## config.mk

```make
export PLATFORM = sky130hd
export DESIGN_NAME = uart_rx_sticky
export DESIGN_NICKNAME = d
export VERILOG_FILES = /design/src/rtl/uart_rx_pkg.sv /design/src/rtl/uart_rx_frame_fsm.sv /design/src/rtl/uart_rx_flag_regs.sv /design/src/rtl/uart_rx_sticky.sv
export SDC_FILE = /design/constraint.sdc
export NUM_CORES = 1
export LEC_CHECK = 0
export ABC_AREA = 1
export ABC_CLOCK_PERIOD_IN_PS = 2300
export BUFFER_PORTS_ARGS = -buffer_cell sky130_fd_sc_hd__buf_2
export CORE_ASPECT_RATIO = 1.1
export CORE_MARGIN = 5
export CORE_UTILIZATION = 50
export CTS_CLUSTER_SIZE = 30
export DETAILED_ROUTE_END_ITERATION = 10
export PLACE_DENSITY = 0.72
export SYNTH_ARGS = -nofsm -noshare
export SYNTH_HDL_FRONTEND = slang
export SYNTH_SLANG_ARGS = --single-unit
```

## constraint.sdc

```tcl
create_clock -name clk -period 2.3 [get_ports clk]
set_input_delay 0.345 -clock clk [delete_from_list [all_inputs] [get_ports clk]]
set_output_delay 0.345 -clock clk [all_outputs]
set_load 0.02 [all_outputs]
```

## src/rtl/uart_rx_pkg.sv

```systemverilog
package uart_rx_pkg;

    typedef enum logic [2:0] {
        ST_IDLE,
        ST_START,
        ST_DATA,
        ST_PARITY,
        ST_STOP
    } rx_state_t;

    typedef struct packed {
        logic       noisy;
        logic       bad_stop;
        logic       bad_parity;
        logic [7:0] byte_val;
    } rx_frame_t;

    function automatic logic vote3(input logic [2:0] s);
        return (s[0] & s[1]) | (s[0] & s[2]) | (s[1] & s[2]);
    endfunction

    function automatic logic split3(input logic [2:0] s);
        return (s != 3'b000) && (s != 3'b111);
    endfunction

endpackage

```

## src/rtl/uart_rx_frame_fsm.sv

```systemverilog
module uart_rx_frame_fsm
    import uart_rx_pkg::*;
#(
    parameter int OSR        = 16,
    parameter int SAMPLE_MID = 8
) (
    input  logic      clk,
    input  logic      rst_n,
    input  logic      tick,
    input  logic      line,
    input  logic      halt,
    input  logic      par_en,
    input  logic      par_odd,
    output logic      frame_done,
    output rx_frame_t frame
);
    localparam int DATA_W = 8;
    localparam int CNT_W  = $clog2(OSR);
    localparam int IDX_W  = $clog2(DATA_W);
    localparam logic [CNT_W-1:0] CNT_LAST = CNT_W'(OSR - 1);
    localparam logic [CNT_W-1:0] SMP_LO   = CNT_W'(SAMPLE_MID - 1);
    localparam logic [CNT_W-1:0] SMP_HI   = CNT_W'(SAMPLE_MID + 1);

    rx_state_t         state_q, state_d;
    logic [CNT_W-1:0]  cnt_q;
    logic [2:0]        smp_q;
    logic [DATA_W-1:0] shf_q;
    logic [IDX_W-1:0]  idx_q;
    logic              noise_q, pbit_q;

    logic       go_start, bit_end, stop_end, in_window;
    logic [2:0] smp_now;

    assign go_start  = (state_q == ST_IDLE) && tick && !halt && !line;
    assign bit_end   = tick && (cnt_q == CNT_LAST);
    assign stop_end  = (state_q == ST_STOP) && tick && (cnt_q == SMP_HI);
    assign in_window = (cnt_q >= SMP_LO) && (cnt_q <= SMP_HI);
    assign smp_now   = {smp_q[1:0], line};

    // state register
    always_ff @(posedge clk or negedge rst_n) begin
        if (!rst_n) state_q <= ST_IDLE;
        else        state_q <= state_d;
    end

    // next-state decode
    always_comb begin
        state_d = state_q;
        unique case (state_q)
            ST_IDLE:   if (go_start) state_d = ST_START;
            ST_START:  if (bit_end) state_d = vote3(smp_q) ? ST_IDLE : ST_DATA;
            ST_DATA:   if (bit_end && idx_q == IDX_W'(DATA_W - 1))
                           state_d = par_en ? ST_PARITY : ST_STOP;
            ST_PARITY: if (bit_end) state_d = ST_STOP;
            ST_STOP:   if (stop_end) state_d = ST_IDLE;
            default:   state_d = ST_IDLE;
        endcase
    end

    // bit timing and datapath
    always_ff @(posedge clk or negedge rst_n) begin
        if (!rst_n) begin
            cnt_q   <= '0;
            smp_q   <= '0;
            shf_q   <= '0;
            idx_q   <= '0;
            noise_q <= 1'b0;
            pbit_q  <= 1'b0;
        end else if (state_q == ST_IDLE) begin
            cnt_q   <= go_start ? CNT_W'(1) : '0;
            idx_q   <= '0;
            noise_q <= 1'b0;
        end else if (tick) begin
            cnt_q <= bit_end ? '0 : cnt_q + 1'b1;
            if (in_window) smp_q <= smp_now;
            if (bit_end) begin
                noise_q <= noise_q | split3(smp_q);
                if (state_q == ST_DATA) begin
                    shf_q <= {vote3(smp_q), shf_q[DATA_W-1:1]};
                    idx_q <= idx_q + 1'b1;
                end
                if (state_q == ST_PARITY) pbit_q <= vote3(smp_q);
            end
        end
    end

    // frame result outputs
    always_ff @(posedge clk or negedge rst_n) begin
        if (!rst_n) begin
            frame_done <= 1'b0;
            frame      <= '0;
        end else begin
            frame_done <= stop_end;
            if (stop_end) begin
                frame.byte_val   <= shf_q;
                frame.noisy      <= noise_q | split3(smp_now);
                frame.bad_stop   <= !vote3(smp_now);
                frame.bad_parity <= par_en && (pbit_q != ((^shf_q) ^ par_odd));
            end
        end
    end

endmodule

```

## src/rtl/uart_rx_flag_regs.sv

```systemverilog
module uart_rx_flag_regs
    import uart_rx_pkg::*;
(
    input  logic       clk,
    input  logic       rst_n,
    input  logic       frame_done,
    input  rx_frame_t  frame,
    input  logic       stat_rd,
    input  logic       data_rd,
    output logic [7:0] data_q,
    output logic       full_q,
    output logic [3:0] err_q
);
    localparam int NERR = 4;

    logic            accept, ovr_evt;
    logic [NERR-1:0] evt, armed_q;

    assign accept  = frame_done && !full_q;
    assign ovr_evt = frame_done && full_q;
    // error vector order: [3] overrun, [2] noise, [1] framing, [0] parity
    assign evt = {ovr_evt,
                  accept && frame.noisy,
                  accept && frame.bad_stop,
                  accept && frame.bad_parity};

    always_ff @(posedge clk or negedge rst_n) begin
        if (!rst_n) begin
            data_q <= '0;
            full_q <= 1'b0;
        end else if (accept) begin
            data_q <= frame.byte_val;
            full_q <= 1'b1;
        end else if (data_rd) begin
            full_q <= 1'b0;
        end
    end

    for (genvar i = 0; i < NERR; i++) begin : g_flag
        always_ff @(posedge clk or negedge rst_n) begin
            if (!rst_n) begin
                err_q[i]   <= 1'b0;
                armed_q[i] <= 1'b0;
            end else begin
                if (evt[i])                       err_q[i] <= 1'b1;
                else if (data_rd && armed_q[i])   err_q[i] <= 1'b0;
                if (stat_rd)      armed_q[i] <= err_q[i];
                else if (data_rd) armed_q[i] <= 1'b0;
            end
        end
    end

endmodule

```

## src/rtl/uart_rx_sticky.sv

```systemverilog
module uart_rx_sticky
    import uart_rx_pkg::*;
#(
    parameter int OSR        = 16,
    parameter int SAMPLE_MID = 8
) (
    input  logic       clk,
    input  logic       rst_n,
    input  logic       rx_line,
    input  logic       baud_tick,
    input  logic       par_en,
    input  logic       par_odd,
    input  logic       rd_stb,
    input  logic       rd_addr,
    output logic [7:0] rd_data,
    output logic       data_full,
    output logic       overrun,
    output logic       noise_err,
    output logic       frame_err,
    output logic       parity_err
);
    logic       frame_done;
    rx_frame_t  frame;
    logic [7:0] held_data;
    logic [3:0] err;

    uart_rx_frame_fsm #(.OSR(OSR), .SAMPLE_MID(SAMPLE_MID)) fsm_i (
        .clk        (clk),
        .rst_n      (rst_n),
        .tick       (baud_tick),
        .line       (rx_line),
        .halt       (frame_err),
        .par_en     (par_en),
        .par_odd    (par_odd),
        .frame_done (frame_done),
        .frame      (frame)
    );

    uart_rx_flag_regs flags_i (
        .clk        (clk),
        .rst_n      (rst_n),
        .frame_done (frame_done),
        .frame      (frame),
        .stat_rd    (rd_stb && !rd_addr),
        .data_rd    (rd_stb && rd_addr),
        .data_q     (held_data),
        .full_q     (data_full),
        .err_q      (err)
    );

    assign overrun    = err[3];
    assign noise_err  = err[2];
    assign frame_err  = err[1];
    assign parity_err = err[0];

    always_comb begin
        rd_data = '0;
        if (rd_addr) begin
            rd_data = held_data;
        end else begin
            rd_data[5]   = data_full;
            rd_data[3:0] = err;
        end
    end

endmodule

```

==> flow_metrics.py, run 1 <==
metrics = {
    "run_status": {
        "status": "finished, final reports clean",
    },
    "drt": {
        "drtIter0Drc": 138,
        "vias": 1892,
        "ant_nets": 0,
        "wl_met3_um": 214,
        "route.met2.wl_um": 2120,
        "drc_errors": 0,
        "drt-pass1-iter-count": 4,
        "wire_per_inst_um": 12.3,
        "wl_um": 4520,
        "viasPerCell": 5.16,
        "highest_layer": "met4",
        "m1WireLength_um": 2140,
    },
    "placement": {
        "portBuffers": 20,
        "finalWeightedCongestion": 0.760,
        "dp_hpwl_um": 3370,
        "placed_cells": 359,
    },
    "grt": {
        "antenna_found_initial": 0,
        "grt_pass1_wl_um": 8160,
        "overflow": 0,
        "track_usage_pct": 15.0,
        "grt_max_degree": 53,
        "grt_pass1_vias": 1830,
    },
    "power": {
        "power_leakage_uw": 0.00145,
        "ir_worst_vdd_uv": 351,
        "pwr_density_cell_nw_per_um2": 832,
    },
    "clock_network": {
        "cts_tree": "built",
        "htreeDepth": 2,
        "clock_latency_ns": 0.30,
        "cts_hold_buf": 0,
        "root_buffer": "clkbuf_8",
        "numCtsBuffers": 5,
        "cts_setup_buffers": 0,
        "ctsResizeCount": 0,
        "clk_path_buf_depth": 2,
        "cts.sinks": 52,
        "clk_pin_slew_ns": 0.09,
    },
    "worst_hold_path": {
        "holdCritPathClass": "in -> async",
    },
    "setup_path": {
        "cp.arrival_ns": 1.78,
        "worst-setup-path-type": "reg -> reg",
        "endpoint_kind": "flop",
        "crit_path_start_kind": "flop",
        "slowest_delay_ns": 0.41,
        "crit_slowest_cell": "dfrtp_1",
        "worstPathCellList": "inv_1 > ha_1 > nand2_1 > nor2_1 > nand2_4 > nand2_2 > nand3_4 > nand2_1 > o21ai_1",
        "reg2reg_slack_ns": 0.72,
        "reg2reg_from": "fsm_i.cnt_q[1]",
        "r2r_cells": 9,
        "r2r_end": "fsm_i.state_q[1]",
        "required_ns": 2.49,
        "cpMostUsedCell": "nand2_1",
        "crit_path_max_fanout": 22,
    },
    "sta": {
        "setup_violations": 0,
        "drv_slew": 0,
        "relSlewSlack_pct": 57.5,
        "fin_setup_tns_ns": 0,
        "fin_worst_skew_ns": 0.00629,
        "fin_crit_sh_pct": 68.8,
        "final-hold-violation-count": 0,
        "max_clock_freq_mhz": 632,
        "tightestPinTransition_ns": 0.630,
        "rsz0062_at_grt": "false",
        "min_period_ns": 1.58,
    },
    "layout": {
        "finalCoreUtilization_pct": 56.4,
        "final-instance-count-excl-fill": 367,
        "area_delta_synth_final_pct": 8.77,
        "num-fill-cells": 440,
        "final_cell_mix": "nand2_1 (75), dfrtp_1 (52), inv_1 (38)",
        "nNetsFinal": 321,
        "n_antenna_cell": 0,
        "seq_area_sq_um": 1300,
        "mostFrequentLayoutCell": "nand2_1",
        "multi_input_area_sq_um": 1100,
        "drive_above_1_share_pct": 22.3,
    },
    "floorplanning": {
        "die_x_um": 78.9,
        "die_y_um": 85.8,
        "num_rows": 27,
        "floorplan.initialDensity_pct": 51.9,
        "die_area_sq_um": 6770,
        "core_sq_um": 5030,
        "ios": 21,
    },
    "logic_synthesis": {
        "synth.cell_area_sq_um": 2610,
        "syn_area_per_cell_sq_um": 9.16,
        "yosysWarnings": 0,
        "synth-seq-area-share_pct": 49.8,
        "synthArstFlopShare_pct": 100,
        "syn-num-nets": 298,
        "yosysUniqueCellTypes": 30,
        "synth_cells": 285,
        "ys_ff_latch": 52,
        "synth_top_flop_cell": "dfrtp_1",
        "synth_edf_count": 0,
    },
    "run": {
        "maxCapViolations": 0,
    },
}
==> synthesized netlist by cell type (all sizes together), types with 4 or more instances <==
| library cell | number | area share (%) |
|---|---|---|
| o21ai | 44 | 10 |
| dfrtp | 52 | 50 |
| nand3 | 12 | 3.9 |
| nor2 | 11 | 2.8 |
| nand2 | 83 | 13 |
| buf | 4 | 1.6 |
| o22ai | 5 | 1.2 |
| mux2 | 8 | 3.5 |
| a21oi | 7 | 1.5 |
| inv | 42 | 6.1 |
| ha | 5 | 2.4 |
==> registers in the layout, summed over array words and instances, names as in the netlist <==
register / flops
fsm_i.noise_q: 1
fsm_i.frame_done: 1
fsm_i.cnt_q: 4
flags_i.armed_q: 4
fsm_i.smp_q: 3
fsm_i.pbit_q: 1
fsm_i.frame: 11
flags_i.data_q: 8
flags_i.full_q: 1
flags_i.err_q: 4
fsm_i.state_q: 3
fsm_i.idx_q: 3
fsm_i.shf_q: 8
==> through the flow <==
stage / hold WS [ns] / power (uW) / setup slack [ns] / cell area, sq um
floorplan: 0.0494 / 1680 / 0.889 / 2610
global placement: 0.471 / 1830 / 0.800 / 2750
detailed placement: 0.479 / 1850 / 0.715 / 2750
CTS: 0.163 / 2390 / 0.699 / 2840
global route: 0.192 / 2530 / 0.497 / 2840
finish: 0.137 / 2360 / 0.718 / 2840
==> routing by layer <==
metal	track usage [%]	up-vias
met2	24.6	38
met1	19.4	885
met3	3.57	6
li1	-	963
met5	0	-
met4	5.63	0
==> critical path: cells and delay by family (launching register included) <==
kind | cells | cell delay, ns
flops | 1 | 0.41
buf+inv | 1 | 0.10
compound gates | 1 | 0.06
simple gates | 6 | 0.74
fa+ha+maj | 1 | 0.17
==> logic make-up (layout without fill, tap and decap cells) <==
kind of cell	count (synthesis)	count (layout)	share of synthesized area (%)
AO/OA/AOI/OAI	59	59	14.3
AND/OR/NAND/NOR	108	108	20.2
adder cells (fa/ha/maj)	5	5	2.40
flip-flops	52	52	49.8
buffers and inverters	47	71	7.86
multiplexers	8	8	3.45
XOR/XNOR	6	6	2.01
==> area by class of cell <==
class | count | share of cell area, %
Inverter | 42 | 5.64
Tap cell | 58 | 2.56
Multi-Input combinational cell | 186 | 38.9
Timing Repair Buffer | 21 | 3.79
Sequential cell | 52 | 45.8
Clock inverter | 1 | 0.264
Clock buffer | 7 | 3.04
==> how the worst max path moves through the flow <==
stage                   startpoint               end  slack (ns)  cells after the start
CTS                 fsm_i.cnt_q[1]  fsm_i.state_q[1]        0.70                      9
global placement    fsm_i.cnt_q[1]  fsm_i.state_q[0]        0.80                      9
global route        fsm_i.cnt_q[1]  fsm_i.state_q[0]        0.50                      9
detailed placement  fsm_i.cnt_q[1]  fsm_i.state_q[1]        0.72                      9
finish              fsm_i.cnt_q[1]  fsm_i.state_q[1]        0.72                      9
floorplan           flags_i.full_q        rd_data[5]        0.89                      2
==> power breakdown <==
group / switching, uW / internal, uW / total [uW] / leakage [uW]
registers: 97.7 / 1020 / 1120 / 0.000707
clock network: 286 / 245 / 530 / 0.0000445
logic: 473 / 243 / 716 / 0.000694
Note: power is estimated with default switching activity, not from simulation.
==> inputs of run 2 (changes only) <==
Settings changed: ABC_AREA 1 to 0, ABC_CLOCK_PERIOD_IN_PS 2300 to 1600, PLACE_DENSITY 0.72 to 0.73.
Clock period 2.3 ns to 1.6 ns, I/O delays scaled along.
==> flow_metrics.py, run 2 <==
metrics = {
    "logic_synthesis": {
        "synth.cell_area_sq_um": 2460,
        "syn-num-nets": 216,
        "synth.area.top_cells": "dfrtp_1 (53%), mux2_2 (16%), ha_1 (2.5%), a22o_1 (2.5%), xnor2_1 (2.1%)",
        "synth.largest_area_cell": "dfrtp_1",
        "syn_area_per_cell_sq_um": 12.1,
        "ys_ff_latch": 52,
        "synth-seq-area-share_pct": 52.9,
        "yosysUniqueCellTypes": 42,
        "synth_common_cells": "dfrtp_1 (52), mux2_2 (34), inv_1 (9), nor2_1 (9)",
        "yosysWarnings": 0,
        "synth_top_flop_cell": "dfrtp_1",
        "synth_cells": 203,
        "yosysTopAreaCellShare_pct": 52.9,
        "synthArstFlopShare_pct": 100,
        "synth_edf_count": 0,
        "yosysMostFrequentCell": "dfrtp_1",
    },
    "setup_path": {
        "required_ns": 1.79,
        "worst-setup-path-type": "reg -> reg",
        "crit_family": "flip-flops",
        "critical_path.endpoint": "fsm_i.frame[0]",
        "worst-path-stages": 6,
        "crit_slowest_cell": "dfrtp_1",
        "r2r_cells": 6,
        "path_buf_inv": 2,
        "endpoint_kind": "flop",
        "crit_path_max_fanout": 8,
        "r2r_end": "fsm_i.frame[0]",
        "worstPathCellList": "inv_2 > ha_4 > and4b_2 > nand3_4 > buf_12 > mux2_2",
        "cp.arrival_ns": 1.81,
        "slowest_delay_ns": 0.43,
        "reg2reg_slack_ns": -0.02,
        "crit_path_start_kind": "flop",
        "crit_start": "fsm_i.cnt_q[1]",
        "reg2reg_from": "fsm_i.cnt_q[1]",
    },
    "power": {
        "intPower_uw": 2040,
        "ir_worst_vdd_uv": 645,
        "pwr-share-comb_pct": 26.0,
        "p_sw_share_pct": 31.1,
        "pwr_density_cell_nw_per_um2": 976,
        "power_switching_uw": 919,
        "seq_power_share_pct": 49.3,
        "p_clk_share_pct": 24.8,
        "power_leakage_uw": 0.00149,
    },
    "layout": {
        "largest_reg_flops": 11,
        "drive_above_1_share_pct": 44.6,
        "nNetsFinal": 261,
        "n_antenna_cell": 0,
        "area_delta_synth_final_pct": 23.1,
        "finalCoreUtilization_pct": 64.2,
        "mostFrequentLayoutCell": "dfrtp_1",
        "largest_register": "fsm_i.frame",
        "largestRegisters": "fsm_i.frame: 11 flops, flags_i.data_q: 8 flops, fsm_i.shf_q: 8 flops",
        "final_cell_mix": "dfrtp_1 (50), mux2_2 (33), buf_4 (23)",
    },
    "worst_hold_path": {
        "holdCritPathClass": "in -> reg",
    },
    "drt": {
        "drtIter0Drc": 68,
        "drc_errors": 0,
        "viasPerCell": 5.46,
        "wl_um": 4530,
        "drt-pass1-iter-count": 4,
        "vias": 1666,
        "ant_nets": 0,
        "wire_per_inst_um": 14.8,
    },
    "clock_network": {
        "cts_tree": "built",
        "numCtsBuffers": 5,
        "clk_path_buf_depth": 2,
        "htreeDepth": 2,
        "clk_pin_slew_ns": 0.09,
        "root_buffer": "clkbuf_8",
        "cts.sinks": 52,
        "clock_latency_ns": 0.30,
    },
    "placement": {
        "dp_hpwl_um": 3030,
        "finalWeightedCongestion": 0.857,
        "portBuffers": 20,
    },
    "floorplanning": {
        "num_rows": 26,
        "die_x_um": 76.9,
        "die_y_um": 83.6,
        "ios": 21,
        "core_sq_um": 4720,
        "floorplan.initialDensity_pct": 52.1,
        "die_area_sq_um": 6420,
    },
    "run": {
        "maxCapViolations": 0,
    },
    "run_status": {
        "status": "complete, but fails checks",
        "violations": "setup timing",
    },
    "sta": {
        "min_period_ns": 1.62,
        "tightestPinTransition_ns": 0.281,
        "fin_worst_skew_ns": 0.00398,
        "fin_crit_sh_pct": 101,
        "fin_setup_tns_ns": -0.142,
        "final-hold-violation-count": 0,
        "rsz0062_at_grt": "true",
        "relSlewSlack_pct": 81.1,
        "fin_ws_ns": -0.0237,
        "drv_slew": 0,
        "max_clock_freq_mhz": 616,
        "setup_violations": 8,
    },
    "grt": {
        "grt_pass1_vias": 1633,
        "use_met2_pct": 22.9,
        "grt_pass1_wl_um": 7560,
        "track_usage_pct": 14.0,
        "met1_usage_pct": 18.4,
        "grt_most_used_layer": "met2",
        "antenna_found_initial": 0,
        "use_met3_pct": 3.24,
        "grt_max_degree": 53,
        "overflow": 0,
    },
}
==> run 2: cell count changes after synthesis, moves of 4 or more <==
cell      change
a22o_1        +7
buf_2         +4
inv_1        -29
mux2_2       +26
nand2_1      -68
nand2_2       -6
nand3b_1      +4
o21ai_0      -10
o21ai_1      -14
o21ai_2      -12
o22ai_1       -4
==> run 2: timing repair <==
action,in CTS,in global routing
hold buffers,1,0
endpoints found under the setup margin,11,15
resized for setup,1,21
hold endpoints to repair,52,0
gates cloned,0,1
setup buffers,2,4
pin swaps,1,2
==> run 2: worst min-delay path by stage <==
stage	start	endpoint	slack, ns	cells after the start
after floorplan	rst_n	flags_i.armed_q[0]	-0.06	0
after global placement	rst_n	flags_i.armed_q[1]	0.25	2
after detailed placement	rst_n	flags_i.err_q[2]	0.25	2
after CTS	par_en	fsm_i.frame[8]	0.25	3
after global routing	par_en	fsm_i.frame[8]	0.24	3
final	par_en	fsm_i.frame[8]	0.26	3
==> run 2: cells by family (layout without fill, tap and decap cells) <==
| family | after synthesis | in the layout | share of synthesized area, % |
|---|---|---|---|
| xor gates and xnor gates | 9 | 9 | 3.76 |
| adders and majority gates | 7 | 7 | 3.36 |
| DFF | 52 | 52 | 52.9 |
| muxes | 35 | 35 | 16.0 |
| AOI/OAI and AO/OA | 31 | 31 | 8.75 |
| and+or+nand+nor | 50 | 50 | 12.0 |
| buffers and inverters | 19 | 65 | 3.26 |
==> run 2: power by group through the flow <==
stage                     registers, uW  clock network, uW  logic (uW)
after floorplan                    1440                  0         369
after global placement             1450                  0         600
after detailed placement           1460                  0         604
after CTS                          1420                762         641
after global routing               1460                837         862
final                              1460                733         767
==> run 2: final cells by class <==
cell class              count  area (sq um)
clock buffers               6          72.6
clock inverters             2          16.3
fillers                   371          1690
inverters                   9          33.8
multi-input cells         132          1170
flip-flops and latches     52          1300
well taps                  56          70.1
repair buffers             48           365
==> run 2: stage by stage <==
step | cells | power [uW] | hold slack [ns] | setup WS [ns] | instance area [sq um]
after detailed placement | 289 | 2060 | 0.251 | -0.0435 | 2770
after global routing | 305 | 3160 | 0.242 | -0.0754 | 3030
final | 305 | 2960 | 0.263 | -0.0237 | 3030
after global placement | 289 | 2050 | 0.252 | 0.0358 | 2770
after CTS | 300 | 2830 | 0.246 | -0.0173 | 2890
after floorplan | 203 | 1810 | -0.0556 | -0.0449 | 2470
==> run 2: worst register-to-register path, stage by stage (launching register included) <==
cell and delay, ns:
dfrtp_1 0.43, inv_2 0.08, ha_4 0.17, and4b_2 0.26, nand3_4 0.11, buf_12 0.13
mux2_2 0.33
==> run 2: routing by layer <==
metal	vias up	share of wire, %	routed length [um]
met3	2	3.7	166
li1	813	-	-
met5	-	0	0
met2	21	52	2350
met4	0	0.33	15
met1	830	44	2000
